**config.mk**
```make
export PLATFORM = sky130hd
export DESIGN_NAME = tdm_sync_gen
export DESIGN_NICKNAME = d
export VERILOG_FILES = /design/src/rtl/tdm_sync_pkg.sv /design/src/rtl/tdm_rst_sync.sv /design/src/rtl/tdm_bit_div.sv /design/src/rtl/tdm_pos_cnt.sv /design/src/rtl/tdm_sync_ring.sv /design/src/rtl/tdm_sync_gen.sv
export SDC_FILE = /design/constraint.sdc
export NUM_CORES = 1
export LEC_CHECK = 0
export ABC_AREA = 0
export BUFFER_PORTS_ARGS = -buffer_cell sky130_fd_sc_hd__buf_2
export CAP_MARGIN = 20
export CORE_ASPECT_RATIO = 0.6
export CORE_MARGIN = 2
export CORE_UTILIZATION = 25
export DETAILED_ROUTE_END_ITERATION = 10
export GPL_ROUTABILITY_DRIVEN = 0
export PLACE_DENSITY_LB_ADDON = 0.25
export SLEW_MARGIN = 15
export SYNTH_ARGS = -nofsm -noshare
export SYNTH_HDL_FRONTEND = slang
export SYNTH_SLANG_ARGS = --single-unit
```
**constraint.sdc**
```tcl
create_clock -name clk -period 1.2 [get_ports clk]
set_input_delay 0.06 -clock clk [delete_from_list [all_inputs] [get_ports clk]]
set_output_delay 0.06 -clock clk [all_outputs]
set_load 0.03 [all_outputs]
```
**src/rtl/tdm_sync_pkg.sv**
```systemverilog
package tdm_sync_pkg;

  // Width of a counter that holds values 0 .. n-1 (at least one bit).
  function automatic int unsigned cnt_w(input int unsigned n);
    return (n < 2) ? 1 : $clog2(n);
  endfunction

endpackage

```
**src/rtl/tdm_rst_sync.sv**
```systemverilog
module tdm_rst_sync (
  input  logic clk,
  input  logic rst_n,
  output logic rst_sync_n
);

  logic [1:0] stage_q;

  always_ff @(posedge clk or negedge rst_n) begin
    if (!rst_n) stage_q <= 2'b00;
    else        stage_q <= {stage_q[0], 1'b1};
  end

  assign rst_sync_n = stage_q[1];

endmodule

```
**src/rtl/tdm_bit_div.sv**
```systemverilog
module tdm_bit_div #(
  parameter int unsigned CLK_DIV = 4
) (
  input  logic clk,
  input  logic rst_ni,
  output logic bit_en_o,
  output logic first_clk_o
);

  localparam int unsigned DW = tdm_sync_pkg::cnt_w(CLK_DIV);
  localparam logic [DW-1:0] LAST = DW'(CLK_DIV - 1);

  logic [DW-1:0] div_q, div_d;
  logic          wrap;

  assign wrap = (div_q == LAST);

  always_comb begin
    div_d = div_q + DW'(1);
    if (wrap) div_d = '0;
  end

  always_ff @(posedge clk or negedge rst_ni) begin
    if (!rst_ni) div_q <= '0;
    else         div_q <= div_d;
  end

  assign bit_en_o    = rst_ni & wrap;
  assign first_clk_o = (div_q == '0);

  // a bit strobe is never followed directly by another one
  a_r1_strobe_single: assert property (@(posedge clk) disable iff (!rst_ni)
    bit_en_o |=> !bit_en_o);

endmodule

```
**src/rtl/tdm_pos_cnt.sv**
```systemverilog
module tdm_pos_cnt #(
  parameter int unsigned BITS  = 8,
  parameter int unsigned SLOTS = 8
) (
  input  logic clk,
  input  logic rst_ni,
  input  logic bit_en_i,
  output logic [tdm_sync_pkg::cnt_w(BITS)-1:0]  bit_o,
  output logic [tdm_sync_pkg::cnt_w(SLOTS)-1:0] slot_o,
  output logic slot_adv_o
);

  localparam int unsigned BW = tdm_sync_pkg::cnt_w(BITS);
  localparam int unsigned SW = tdm_sync_pkg::cnt_w(SLOTS);
  localparam logic [BW-1:0] BIT_LAST  = BW'(BITS - 1);
  localparam logic [SW-1:0] SLOT_LAST = SW'(SLOTS - 1);

  logic [BW-1:0] bit_q, bit_d;
  logic [SW-1:0] slot_q, slot_d;
  logic          slot_end;

  assign slot_end = bit_en_i && (bit_q == BIT_LAST);

  always_comb begin
    bit_d  = bit_q;
    slot_d = slot_q;
    if (bit_en_i) begin
      bit_d = (bit_q == BIT_LAST) ? '0 : bit_q + BW'(1);
      if (slot_end) slot_d = (slot_q == SLOT_LAST) ? '0 : slot_q + SW'(1);
    end
  end

  always_ff @(posedge clk or negedge rst_ni) begin
    if (!rst_ni) begin
      bit_q  <= '0;
      slot_q <= '0;
    end else begin
      bit_q  <= bit_d;
      slot_q <= slot_d;
    end
  end

  assign bit_o      = bit_q;
  assign slot_o     = slot_q;
  assign slot_adv_o = slot_end;

  // bit index holds between strobes
  a_r2_bit_hold: assert property (@(posedge clk) disable iff (!rst_ni)
    !$past(bit_en_i) |-> $stable(bit_q));
  // slot index moves only after the last bit of a slot
  a_r3_slot_only_at_wrap: assert property (@(posedge clk) disable iff (!rst_ni)
    !$stable(slot_q) |-> ($past(bit_q) == BIT_LAST && $past(bit_en_i)));

endmodule

```
**src/rtl/tdm_sync_ring.sv**
```systemverilog
module tdm_sync_ring #(
  parameter int unsigned SLOTS = 8
) (
  input  logic clk,
  input  logic rst_ni,
  input  logic advance_i,
  input  logic bit_zero_i,
  input  logic [tdm_sync_pkg::cnt_w(SLOTS)-1:0] slot_i,
  output logic [SLOTS-1:0] sync_o
);

  logic [SLOTS-1:0] token_q, token_d;

  generate
    if (SLOTS > 1) begin : g_rot
      always_comb begin
        token_d = token_q;
        if (advance_i) token_d = {token_q[SLOTS-2:0], token_q[SLOTS-1]};
      end
    end else begin : g_single
      always_comb token_d = token_q;
    end
  endgenerate

  always_ff @(posedge clk or negedge rst_ni) begin
    if (!rst_ni) token_q <= SLOTS'(1);
    else         token_q <= token_d;
  end

  assign sync_o = (rst_ni && bit_zero_i) ? token_q : '0;

  // at most one channel pulses at a time
  a_r4_one_pulse: assert property (@(posedge clk) disable iff (!rst_ni)
    $onehot0(sync_o));
  // token and slot counter agree
  a_r4_token_slot: assert property (@(posedge clk) disable iff (!rst_ni)
    $onehot(token_q) && token_q[slot_i]);
  // token only ever moves by one channel position
  a_r5_walk_order: assert property (@(posedge clk) disable iff (!rst_ni)
    !$stable(token_q) |-> $countones(token_q & ($past(token_q) << 1)) == 1
                          || (token_q[0] && $past(token_q[SLOTS-1])));

endmodule

```
**src/rtl/tdm_sync_gen.sv**
```systemverilog
module tdm_sync_gen #(
  parameter int unsigned CLK_DIV = 4,
  parameter int unsigned SLOTS   = 8,
  parameter int unsigned BITS    = 8,
  localparam int unsigned SW = tdm_sync_pkg::cnt_w(SLOTS),
  localparam int unsigned BW = tdm_sync_pkg::cnt_w(BITS)
) (
  input  logic          clk,
  input  logic          rst_n,
  output logic          bit_en,
  output logic [SLOTS-1:0] sync,
  output logic [SW-1:0] slot_idx,
  output logic [BW-1:0] bit_idx,
  output logic          frame_start
);

  logic          rst_ni;
  logic          first_clk;
  logic          slot_adv;
  logic [BW-1:0] bit_w;
  logic [SW-1:0] slot_w;

  tdm_rst_sync u_rst (
    .clk        (clk),
    .rst_n      (rst_n),
    .rst_sync_n (rst_ni)
  );

  tdm_bit_div #(.CLK_DIV(CLK_DIV)) u_div (
    .clk         (clk),
    .rst_ni      (rst_ni),
    .bit_en_o    (bit_en),
    .first_clk_o (first_clk)
  );

  tdm_pos_cnt #(.BITS(BITS), .SLOTS(SLOTS)) u_pos (
    .clk        (clk),
    .rst_ni     (rst_ni),
    .bit_en_i   (bit_en),
    .bit_o      (bit_w),
    .slot_o     (slot_w),
    .slot_adv_o (slot_adv)
  );

  tdm_sync_ring #(.SLOTS(SLOTS)) u_ring (
    .clk        (clk),
    .rst_ni     (rst_ni),
    .advance_i  (slot_adv),
    .bit_zero_i (bit_w == '0),
    .slot_i     (slot_w),
    .sync_o     (sync)
  );

  assign bit_idx     = bit_w;
  assign slot_idx    = slot_w;
  assign frame_start = rst_ni && first_clk && (bit_w == '0) && (slot_w == '0);

  // the frame strobe lasts one clock
  a_r6_strobe_one_clk: assert property (@(posedge clk) disable iff (!rst_ni)
    frame_start |=> !frame_start);
  // the frame strobe coincides with the channel 1 pulse
  a_r6_with_first_sync: assert property (@(posedge clk) disable iff (!rst_ni)
    frame_start |-> sync[0]);

endmodule

```
==> results of run 1 <==
[power groups by stage]
stage / clock network [mW] / registers (mW) / logic (mW)
after CTS: 0.517 / 0.764 / 1.01
after floorplan: 0 / 0.983 / 0.304
after global routing: 0.559 / 0.774 / 1.14
final: 0.497 / 0.765 / 1.02
after global placement: 0 / 0.795 / 0.837
after detailed placement: 0 / 0.799 / 0.824
[routing by layer]
metal  track usage, %  vias up  part of all wire [%]
met5                0        -                     0
met4             2.54        0                  0.89
met3             4.32        4                   4.8
met2             13.6       12                    43
met1             14.5      302                    51
li1                 -      291                     -
[final timing paths]
kind / start / to / cells after the start
worst max-delay path: u_pos.bit_o[1]$_DFFE_PN0N_ / sync[3] / 6
worst min-delay path: rst_n / u_rst.stage_q[0]$_DFF_PN0_ / 2
worst max register to register: u_pos.bit_o[1]$_DFFE_PN0N_ / u_pos.slot_o[1]$_DFFE_PN0P_ / 5
worst min register to register: u_rst.stage_q[1]$_DFF_PN0_ / u_pos.bit_o[1]$_DFFE_PN0N_ / 1
max in group asynchronous: u_rst.stage_q[1]$_DFF_PN0_ / u_div.div_q[1]$_DFF_PN0_ / 2
min in group clk: u_rst.stage_q[0]$_DFF_PN0_ / u_rst.stage_q[1]$_DFF_PN0_ / 0
[logic make-up (layout without fill, tap and decap cells)]
family / after synthesis / count (layout) / synth area share (%)
other: 1 / 1 / 0.420
AND/OR/NAND/NOR: 16 / 17 / 11.2
adder cells (fa/ha/maj): 8 / 8 / 11.2
multiplexers: 14 / 14 / 21.7
buffers and inverters: 9 / 47 / 4.77
flip-flops: 18 / 18 / 50.6
[stage by stage]
step           worst slack, ns  total power [mW]  hold WS [ns]  util [%]
6_report                -0.323              2.29         0.107      42.2
5_1_grt                 -0.397              2.48        0.0942      42.2
4_1_cts                 -0.325              2.29        0.0974      42.1
3_5_place_dp            -0.228              1.62        -0.152      35.2
3_3_place_gp            -0.208              1.63        -0.155      35.2
2_1_floorplan           -0.271              1.29        -0.236         -
[registers in the layout, summed over array words and instances, names as in the netlist]
name	count
u_pos.slot_o	3
u_div.div_q	2
u_ring.token_q	8
u_rst.stage_q	2
u_pos.bit_o	3
[placed cells by master (no fill, tap or decap), types with 3 or more instances in the layout]
master,n
buf_4,17
dfrtp_1,14
mux2_4,11
buf_6,11
and2_4,8
buf_2,6
inv_1,4
ha_4,4
ha_1,4
clkbuf_8,4
inv_2,3
nor2_1,3
dfrtp_2,3
[repair_timing]
item                                   4_1_cts  5_1_grt
setup endpoints to repair                   24       25
endpoints found under the hold margin        2        0
gates cloned                                 1        0
pin swaps                                    7        0
gates resized for setup                     33        2
hold buffers                                 1        0
buffers inserted                             6        0
[cell type report]
cell class | count | share of cell area (%)
multi-input combinational | 40 | 35.9
timing repair buffer | 36 | 22.1
clock buffer | 4 | 3.90
sequential | 18 | 32.3
inverter | 7 | 1.86
tap | 45 | 3.99
[worst max-delay path: stages (launching register included)]
cell,delay [ns]
dfrtp_2,0.41
inv_2,0.08
ha_4,0.12
and3b_2,0.22
buf_12,0.12
and2_4,0.14
buf_6,0.12
==> results.cfg, run 1 <==
[finish]
final_cells = 150
seq_area_sq_um = 455
fillers = 312
multi_input_area_sq_um = 507
finalInstanceArea_sq_mm = 0.00141
synthToLayoutAreaGrowth_pct = 58.2
diodes = 0
fin_nets = 116
drive_gt1_share_pct = 72.4

[synth]
ys.flop_type = dfrtp_1
post_synth.cell_area_avg_sq_um = 13.5
yosysMostFrequentCell = dfrtp_1
synth_top_area_share_pct = 47.7
synthesis.nets = 76
syn_inst = 66
yosys.area.top_type = dfrtp_1
synthesis.area_sq_um = 892
yosys-top-cells-area = dfrtp_1 48%, mux2_4 17%, ha_1 11%
synth-seq-cells = 18
ys_async_sr_fraction_pct = 100
synth_edf_count = 0
yosysWarnings = 0
synth_common_cells = 17 x dfrtp_1, 10 x mux2_4, 8 x and2_1, 8 x ha_1, 7 x inv_1
ys_seq_area_share_pct = 50.6
synthDistinctLibCells = 17

[detailed_routing]
ant_nets = 0
vias = 609
drt_iter0_drc = 7
wl_per_cell_um = 11.9
drtPass1Iterations = 3
vias_per_cell = 4.06
drcViolationCount = 0
routed_wl_um = 1790

[placement]
io_buffers = 17
dpl_cell_area_sq_mm = 0.00118
dp.cells = 138
dp_hpwl_um = 1230

[pwr]
combPwrFrac_pct = 44.8
p_per_area_mw_per_mm2 = 1620
irDropWorstVdd_mv = 0.604
pwr-share-clk_pct = 21.7
p_leak_nw = 0.728
pwr-share-seq_pct = 33.5
internal-power_mw = 1.50
sw_frac_of_total_pct = 34.3
power.switching_uw = 783

[global_routing]
gr-total-overflow = 0
grt_pass1_vias = 605
grt_max_degree = 11
track_usage_pct = 10.1
antenna_found_initial = 0
grt_first_pass_wirelength_um = 3020

[sta]
hold_viol = 0
rsz0062_at_grt = yes
setup_viol = 24
tns_ns = -5.80
fin_crit_sh_pct = 127
setup_slack_ns = -0.323
slew_viol_final = 0
fin_worst_skew_ns = 0.00119
layout_min_cycle_time_ns = 1.52
max_freq_ghz = 0.657

[die]
dieHeight_um = 50.3
num_rows = 16
start_util_pct = 26.7
die_w_um = 81.1
die_area_sq_mm = 0.00408
io_pins = 18
coreArea_sq_mm = 0.00334

[clock_tree]
cts-htree-levels = 1
cts_made_buffers = 3
clk_latency_ns = 0.25
cts_tree = yes
clock_path_buffers = 2
root_buffer = clkbuf_8
clkSlewWorstSetupHoldPaths_ns = 0.07
clkSinkCount = 18

[setup_path]
cp_data_required_time_ns = 1.14
criticalPathCategory = flip-flop to output pin
crit_arrival_ns = 1.46
crit_path_start_kind = flip-flop
crit_path_max_fanout = 8
critPathCaptureType = output pin
regToRegSetupSlack_ns = -0.25

[run_status]
violations = setup timing
run_status = finished with violations

[min_path]
hold_class = input port to async pin

[run]
max_cap_violations = 0
No activity file was read; power rests on OpenSTA's default activity.
==> inputs of run 2 (changes only) <==
CORE_MARGIN = unset   (was 2)
RECOVER_POWER = 100   (was unset)
==> results.cfg, run 2 (synthesis results as in run 1) <==
[setup_path]
reg2regPathDepth = 5
critPathCaptureType = output pin
crit_path_start_kind = flip-flop
crit_arrival_ns = 1.47
criticalPathCategory = flip-flop to output pin
cp_data_required_time_ns = 1.14
crit_path_max_fanout = 8

[run_status]
violations = setup timing
run_status = finished with violations

[clock_tree]
cts_tree = yes
cts_made_buffers = 3
clk_latency_ns = 0.25
cts-htree-levels = 1
root_buffer = clkbuf_8
clkSlewWorstSetupHoldPaths_ns = 0.07
clkSinkCount = 18
clock_path_buffers = 2

[global_routing]
grt_pass1_vias = 588
grt_max_degree = 11
grt_first_pass_wirelength_um = 2950
track_usage_pct = 11.2
antenna_found_initial = 0
gr-total-overflow = 0

[placement]
dpl_cell_area_sq_mm = 0.00118
dp_hpwl_um = 1240
io_buffers = 17
dp.cells = 138
dp_worst_setup_slack_ns = -0.242

[sta]
rsz0062_at_grt = yes
hold_viol = 0
layout_min_cycle_time_ns = 1.53
max_freq_ghz = 0.652
setup_slack_ns = -0.334
slew_viol_final = 0
fin_crit_sh_pct = 128
fin_worst_skew_ns = 0.00538
setup_viol = 24

[finish]
seq_area_sq_um = 455
diodes = 0
largest_register_ffs = 8
synthToLayoutAreaGrowth_pct = 55.7
finalInstanceArea_sq_mm = 0.00139
fin_util_pct = 41.8
final_cells = 150
multi_input_area_sq_um = 509
fillers = 333
regMostFlops = u_ring.token_q
layout.cells.most_common = dfrtp_1
fin_nets = 116
drive_gt1_share_pct = 68.6
layout_common_cells = 14 x dfrtp_1, 13 x buf_4, 11 x mux2_4, 11 x buf_6, 8 x and2_4

[detailed_routing]
wl_per_cell_um = 12.4
ant_nets = 0
routed_wl_um = 1870
drt_iter0_drc = 10
drcViolationCount = 0
drtPass1Iterations = 4
vias_per_cell = 4.10
vias = 615

[pwr]
pwr-share-seq_pct = 34.4
combPwrFrac_pct = 46.5
power.switching_uw = 791
sw_frac_of_total_pct = 35.4
p_per_area_mw_per_mm2 = 1610
internal-power_mw = 1.44
pwr-share-clk_pct = 19.2
p_leak_nw = 0.707
irDropWorstVdd_mv = 0.687
power.total_mw = 2.23

[run]
max_cap_violations = 0

[min_path]
hold_class = input port to async pin

[die]
die_w_um = 79.1
die_area_sq_mm = 0.00382
num_rows = 16
dieHeight_um = 48.3
coreArea_sq_mm = 0.00332
io_pins = 18
start_util_pct = 26.8
run 2: cell count changes in the layout (fill, tap and decap cells not counted):
cell / delta
buf_4: -4
clkbuf_8: -1
nor2_2: +1
nor2_1: -1
clkbuf_1: +5
run 2: area by class of cell:
cell class / instances / area share [%]
multi-input combinational: 40 / 36.7
clock buffer: 4 / 3.24
sequential: 18 / 32.8
timing repair buffer: 36 / 21.4
inverter: 7 / 1.89
tap: 45 / 4.05
run 2: routing by layer:
| layer | up-vias | track usage [%] | wire (um) |
|---|---|---|---|
| li1 | 295 | - | - |
| met1 | 305 | 15.7 | 975 |
| met2 | 13 | 15.7 | 793 |
| met3 | 2 | 4.49 | 81 |
| met4 | 0 | 3.27 | 14 |
| met5 | - | 0 | 0 |
run 2: final timing paths:
check / slack, ns / endpoint / from
worst max-delay path: -0.33 / sync[4] / u_pos.bit_o[1]$_DFFE_PN0N_
worst min-delay path: 0.12 / u_rst.stage_q[0]$_DFF_PN0_ / rst_n
worst max register to register: -0.26 / u_ring.token_q[7]$_DFFE_PN0P_ / u_pos.bit_o[1]$_DFFE_PN0N_
worst min register to register: 0.25 / u_pos.bit_o[1]$_DFFE_PN0N_ / u_rst.stage_q[1]$_DFF_PN0_
max in group asynchronous: 0.42 / u_ring.token_q[0]$_DFFE_PN1P_ / u_rst.stage_q[1]$_DFF_PN0_
min in group clk: 0.35 / u_rst.stage_q[1]$_DFF_PN0_ / u_rst.stage_q[0]$_DFF_PN0_
run 2: power by group through the flow:
stage	registers, mW	logic, mW	clock network (mW)
finish	0.768	1.04	0.429
global route	0.778	1.13	0.470
CTS	0.765	1.04	0.448
detailed placement	0.806	0.832	0
global placement	0.798	0.831	0
floorplan	0.983	0.304	0
run 2: what timing repair did:
item / 4_1_cts / 5_1_grt
setup endpoints to repair: 24 / 24
pin swaps: 6 / 2
endpoints found under the hold margin: 2 / 0
resized for setup: 34 / 0
hold buffers: 1 / 0
gates cloned: 1 / 0
setup buffers: 6 / 0
run 2: worst max-delay path, cell delays in order (launching register included):
cell and delay (ns):
dfrtp_2 0.42, inv_2 0.08, ha_4 0.12, and3b_2 0.22, buf_12 0.13, and2_4 0.14, buf_6 0.12
run 2: through the flow:
step | hold WS [ns] | TNS, ns
after floorplan | -0.236 | -3.47
after global placement | -0.156 | -3.78
after detailed placement | -0.150 | -4.11
after CTS | 0.112 | -5.98
after global routing | 0.126 | -7.17
final | 0.119 | -6.17
